`src/rtl/rdy_pkg.sv`:
```
package rdy_pkg;
  // source select encodings
  typedef enum logic [1:0] {
    SRC_LAG      = 2'b00,
    SRC_ANY      = 2'b01,
    SRC_LEAD     = 2'b10,
    SRC_LEAD_ALT = 2'b11
  } srcSel_e;

  // control-to-datapath strobes
  typedef struct packed {
    logic clrPend;
    logic firePulse;
  } rdyStrobe_t;
endpackage

```
`src/rtl/rdy_datapath.sv`:
```
module rdy_datapath
  import rdy_pkg::*;
#(
  parameter int NUM_CH    = 3,
  parameter int PULSE_LEN = 4
) (
  input  logic              clk,
  input  logic              rst_n,
  input  logic [NUM_CH-1:0] chEnable,
  input  logic [NUM_CH-1:0] newData,
  input  rdyStrobe_t        strobe,
  output logic [NUM_CH-1:0] pending,
  output logic              pulseActive
);
  localparam int CNT_W = $clog2(PULSE_LEN + 1);

  logic [CNT_W-1:0] pulseCnt;

  // per-channel pending flags; a new event beats the clear
  for (genvar i = 0; i < NUM_CH; i++) begin : g_ch
    always_ff @(posedge clk or negedge rst_n) begin
      if (!rst_n)                pending[i] <= 1'b0;
      else if (!chEnable[i])     pending[i] <= 1'b0;
      else if (newData[i])       pending[i] <= 1'b1;
      else if (strobe.clrPend)   pending[i] <= 1'b0;
    end
  end

  // fixed-length pulse timer, reloaded on each fire
  always_ff @(posedge clk or negedge rst_n) begin
    if (!rst_n)                pulseCnt <= '0;
    else if (strobe.firePulse) pulseCnt <= CNT_W'(PULSE_LEN);
    else if (pulseCnt != '0)   pulseCnt <= pulseCnt - 1'b1;
  end

  assign pulseActive = (pulseCnt != '0);

  assert_clear_drops_R5: assert property (@(posedge clk) disable iff (!rst_n)
    (strobe.clrPend && newData == '0) |=> (pending == '0));

  assert_pulse_countdown_R6: assert property (@(posedge clk) disable iff (!rst_n)
    (pulseCnt != '0 && !strobe.firePulse) |=> (pulseCnt == $past(pulseCnt) - 1'b1));

  assert_disabled_clear_R8: assert property (@(posedge clk) disable iff (!rst_n)
    1'b1 |=> ((pending & ~$past(chEnable)) == '0));
endmodule

```
`src/rtl/rdy_control.sv`:
```
module rdy_control
  import rdy_pkg::*;
#(
  parameter int NUM_CH = 3
) (
  input  logic              clk,
  input  logic              rst_n,
  input  logic [NUM_CH-1:0] chEnable,
  input  logic [1:0]        srcSel,
  input  logic              pulseMode,
  input  logic [NUM_CH-1:0] newData,
  input  logic              readClr,
  input  logic [NUM_CH-1:0] pending,
  output rdyStrobe_t        strobe,
  output logic              readyNow
);
  logic [NUM_CH-1:0] livePend;
  logic anyEn, allPend, anyPend;
  logic readyPrev, evtSeen, fireRaw;

  assign livePend = pending & chEnable;
  assign anyEn    = |chEnable;
  assign allPend  = anyEn && (livePend == chEnable);
  assign anyPend  = |livePend;

  always_comb begin
    case (srcSel_e'(srcSel))
      SRC_LAG: readyNow = allPend;
      default: readyNow = anyPend;
    endcase
  end

  always_ff @(posedge clk or negedge rst_n) begin
    if (!rst_n) begin
      readyPrev <= 1'b0;
      evtSeen   <= 1'b0;
    end else begin
      readyPrev <= readyNow;
      evtSeen   <= |(newData & chEnable);
    end
  end

  always_comb begin
    case (srcSel_e'(srcSel))
      SRC_ANY: fireRaw = evtSeen;
      default: fireRaw = readyNow && !readyPrev;
    endcase
  end

  assign strobe.firePulse = pulseMode && fireRaw;
  assign strobe.clrPend   = readClr;

  assert_no_enable_idle_R9: assert property (@(posedge clk) disable iff (!rst_n)
    (chEnable == '0) |-> !readyNow);
endmodule

```
`src/rtl/rdy_pin_gen.sv`:
```
module rdy_pin_gen
  import rdy_pkg::*;
#(
  parameter int NUM_CH    = 3,
  parameter int PULSE_LEN = 4
) (
  input  logic              clk,
  input  logic              rst_n,
  input  logic [NUM_CH-1:0] chEnable,
  input  logic [1:0]        srcSel,
  input  logic              pulseMode,
  input  logic              idleHiZ,
  input  logic [NUM_CH-1:0] newData,
  input  logic              readClr,
  output logic              pinLevel,
  output logic              pinOe
);
  rdyStrobe_t        strobe;
  logic [NUM_CH-1:0] pending;
  logic              pulseActive, readyNow, active;

  rdy_control #(.NUM_CH(NUM_CH)) u_ctrl (
    .clk(clk), .rst_n(rst_n), .chEnable(chEnable), .srcSel(srcSel),
    .pulseMode(pulseMode), .newData(newData), .readClr(readClr),
    .pending(pending), .strobe(strobe), .readyNow(readyNow)
  );

  rdy_datapath #(.NUM_CH(NUM_CH), .PULSE_LEN(PULSE_LEN)) u_dp (
    .clk(clk), .rst_n(rst_n), .chEnable(chEnable), .newData(newData),
    .strobe(strobe), .pending(pending), .pulseActive(pulseActive)
  );

  assign active   = pulseMode ? pulseActive : readyNow;
  assign pinLevel = !active;
  assign pinOe    = active || !idleHiZ;

  assert_released_high_R7: assert property (@(posedge clk) disable iff (!rst_n)
    !pinOe |-> pinLevel);

  assert_driven_idle_R7: assert property (@(posedge clk) disable iff (!rst_n)
    !idleHiZ |-> pinOe);
endmodule

```
`config.mk`:
```
export PLATFORM = sky130hd
export DESIGN_NAME = rdy_pin_gen
export DESIGN_NICKNAME = d
export VERILOG_FILES = /design/src/rtl/rdy_pkg.sv /design/src/rtl/rdy_datapath.sv /design/src/rtl/rdy_control.sv /design/src/rtl/rdy_pin_gen.sv
export SDC_FILE = /design/constraint.sdc
export NUM_CORES = 1
export LEC_CHECK = 0
export CAP_MARGIN = 15
export CORE_AREA = 2 2 39 41
export DETAILED_ROUTE_END_ITERATION = 8
export DIE_AREA = 0 0 41 43
export PLACE_DENSITY = 0.61
export SYNTH_ARGS = -nofsm -noshare
export SYNTH_HDL_FRONTEND = slang
export SYNTH_SLANG_ARGS = --single-unit
```
`constraint.sdc`:
```
create_clock -name clk -period 3.7 [get_ports clk]
set_clock_uncertainty 0.15 [all_clocks]
set_input_delay 0.555 -clock clk [delete_from_list [all_inputs] [get_ports clk]]
set_output_delay 0.555 -clock clk [all_outputs]
set_load 0.05 [all_outputs]
```
==> flow_summary.ini <==
[outcome]
status = completed

[final_layout]
nNetsFinal = 83
multiInputGateArea_um2 = 240
drive_above_1_share_pct = 9.09
postLayoutCoreUtil_pct = 46.7
synthToLayoutAreaGrowth_pct = 39.5
ff_latch_area_um2 = 200
num_antenna_cells = 0
fillCellCount = 139

[pwr]
ir_worst_vdd_v = 0.000207
p_leak_nw = 0.286
power_density_nw_per_um2 = 530

[critical_path]
cp-end-kind = output pin
critical_path_required_ps = 2990
rrSetupSlack_ps = 2090
cp_max_fo = 6
crit_path_start_kind = input pin
arrival_ps = 2510
crit_type = input pin to output pin
r2r-end = u_dp.pulseCnt[1]$_DFFE_PN0P_
rr_worst_depth = 6
reg2reg_from = u_dp.pulseCnt[0]$_DFFE_PN0P_

[job]
cap_violations = 0

[placed_design]
gp_congestion = 0.696
pre_cts_slack_ps = 481
port-buffer-count = 14
dp.final_hpwl_um = 688

[yosys]
avgSynthCellArea_um2 = 9.45
synth.area.top_cells = dfrtp_1 (43%), ha_1 (5.4%), inv_1 (4.9%), o21a_1 (4.9%), mux2i_1 (4.3%)
synth_area_leader_cell = dfrtp_1
synth_ff_type = dfrtp_1
yosysSeqAreaShare_pct = 43.2
synth_seq_cells = 8
synth.top_cell.area_share_pct = 43.2
synth-edff-count = 0
ys_warn_count = 0
syn_area_um2 = 463
async_reset_ff_share_pct = 100
synth.distinct_cells = 19
syn-instance-count = 49
synth_nets = 64

[clock_tree]
numCtsBuffers = 3
hold_buffers = 0
postCtsResizedCells = 0
insertion_delay_ps = 250
max-clock-path-buffers = 2
clock-sinks = 8
post_cts_buffers = 0
cts.clk_slew.worst_paths_ps = 50
cts_tree = done
cts_root_buf = clkbuf_4
cts_max_level = 1

[drt]
drt_iter0_drc = 5
wl_um = 860
wire_per_inst_um = 10.5
dr.pass1.iters = 4
num_vias = 404
ant_nets = 0
via_per_inst = 4.93
post-route-drc-count = 0

[timing]
tns_ps = 0
fmaxAchievable_ghz = 0.311
finalHoldViolCount = 0
slew_headroom_pct = 67.3
setup_viol = 0
maxSlewViolCount = 0
finalCritPeriodShare_pct = 86.9
timing.final.ws_setup_ps = 484
worst_pin_slew_ps = 489
period_needed_ps = 3220
rsz0062_at_grt = no

[min_path]
holdPathEnd = u_dp.pulseCnt[0]$_DFFE_PN0P_
hold_path_class = flop to flop
hp-start = u_ctrl.readyPrev$_DFF_PN0_
whs_path_depth = 2

[floorplanning]
die_h_um = 43
core_um2 = 1380
dieArea_um2 = 1760
start_util_pct = 33.5
num_rows = 14
ios = 15
die_w_um = 41

[grt]
antenna_found_initial = 0
grt_pass1_vias = 351
grt_max_degree = 9
grt_pass1_wl_um = 1320
track_usage_pct = 11.8
overflow = 0
## worst max-delay path: stages
cell and delay (ps):
clkdlybuf4s50_1 490, a22oi_2 180, a21oi_1 100, a31o_4 230, o21ai_0 130, clkdlybuf4s50_1 820
## flip-flops by register name (all words and copies together) (netlist names)
signal	count
u_dp.pending	3
u_ctrl.evtSeen	1
u_ctrl.readyPrev	1
u_dp.pulseCnt	3
## per-stage QoR
step	instances	instance area [um^2]	hold slack, ps	total power, mW
6_report	82	646	404	0.342
4_1_cts	82	646	407	0.347
5_1_grt	82	646	451	0.368
3_3_place_gp	79	623	419	0.278
3_5_place_dp	79	623	395	0.281
2_1_floorplan	49	463	109	0.234
## worst max-delay path by stage
stage / from / end / slack, ps
2_1_floorplan: chEnable[1] / pinLevel / 910
3_3_place_gp: chEnable[1] / pinLevel / 500
3_5_place_dp: chEnable[1] / pinLevel / 480
4_1_cts: chEnable[1] / pinLevel / 480
5_1_grt: chEnable[1] / pinLevel / 380
6_report: chEnable[1] / pinLevel / 480
## layer usage
layer	wire length (um)	vias to the layer above	track usage (%)
met2	448	15	18.1
met1	350	183	12.3
met5	0	-	0
met3	52	2	3.14
li1	-	204	-
met4	9	0	10.0
## cell type report
| cell class | count | share of cell area, % |
|---|---|---|
| multi-input combinational | 35 | 37.2 |
| sequential | 8 | 31.0 |
| timing repair buffer | 14 | 21.7 |
| clock buffer | 3 | 3.49 |
| inverter | 6 | 3.49 |
| tap | 16 | 3.10 |
## cells by family (layout without fill, tap and decap cells)
| logic type | after synthesis | count (layout) | share of synthesized area [%] |
|---|---|---|---|
| buffers and inverters | 6 | 23 | 4.86 |
| XOR/XNOR | 1 | 1 | 1.89 |
| flip-flops | 8 | 8 | 43.2 |
| AND/OR/NAND/NOR | 16 | 16 | 15.9 |
| multiplexers | 2 | 2 | 4.32 |
| adder cells (fa/ha/maj) | 2 | 2 | 5.40 |
| AO/OA/AOI/OAI | 14 | 14 | 24.3 |
## synth_stat cells, types with 2 or more instances
master	instances
o21ai_0	2
nor2b_1	3
mux2i_1	2
nand3_1	2
nand2_1	5
o21a_1	3
nor2_1	5
a21oi_1	3
dfrtp_1	8
ha_1	2
inv_1	6
## placed cells by master (no fill, tap or decap), drive strengths merged
master          n
xnor2           1
inv             6
dfrtp           8
nor2b           3
clkbuf          3
ha              2
a31o            1
o21a            3
a21oi           3
clkdlybuf4s50  14
nand2           5
mux2i           2
a21o            1
nor2            5
o21ai           2
nand3           2
nor3b           1
o31a            1
a222oi          1
a22oi           2
## power by group
group	switching, mW	internal [mW]
clock	0.0274	0.0370
sequential	0.0106	0.110
combinational	0.0819	0.0755
total	0.120	0.222
No activity file was read; power rests on OpenSTA's default activity.
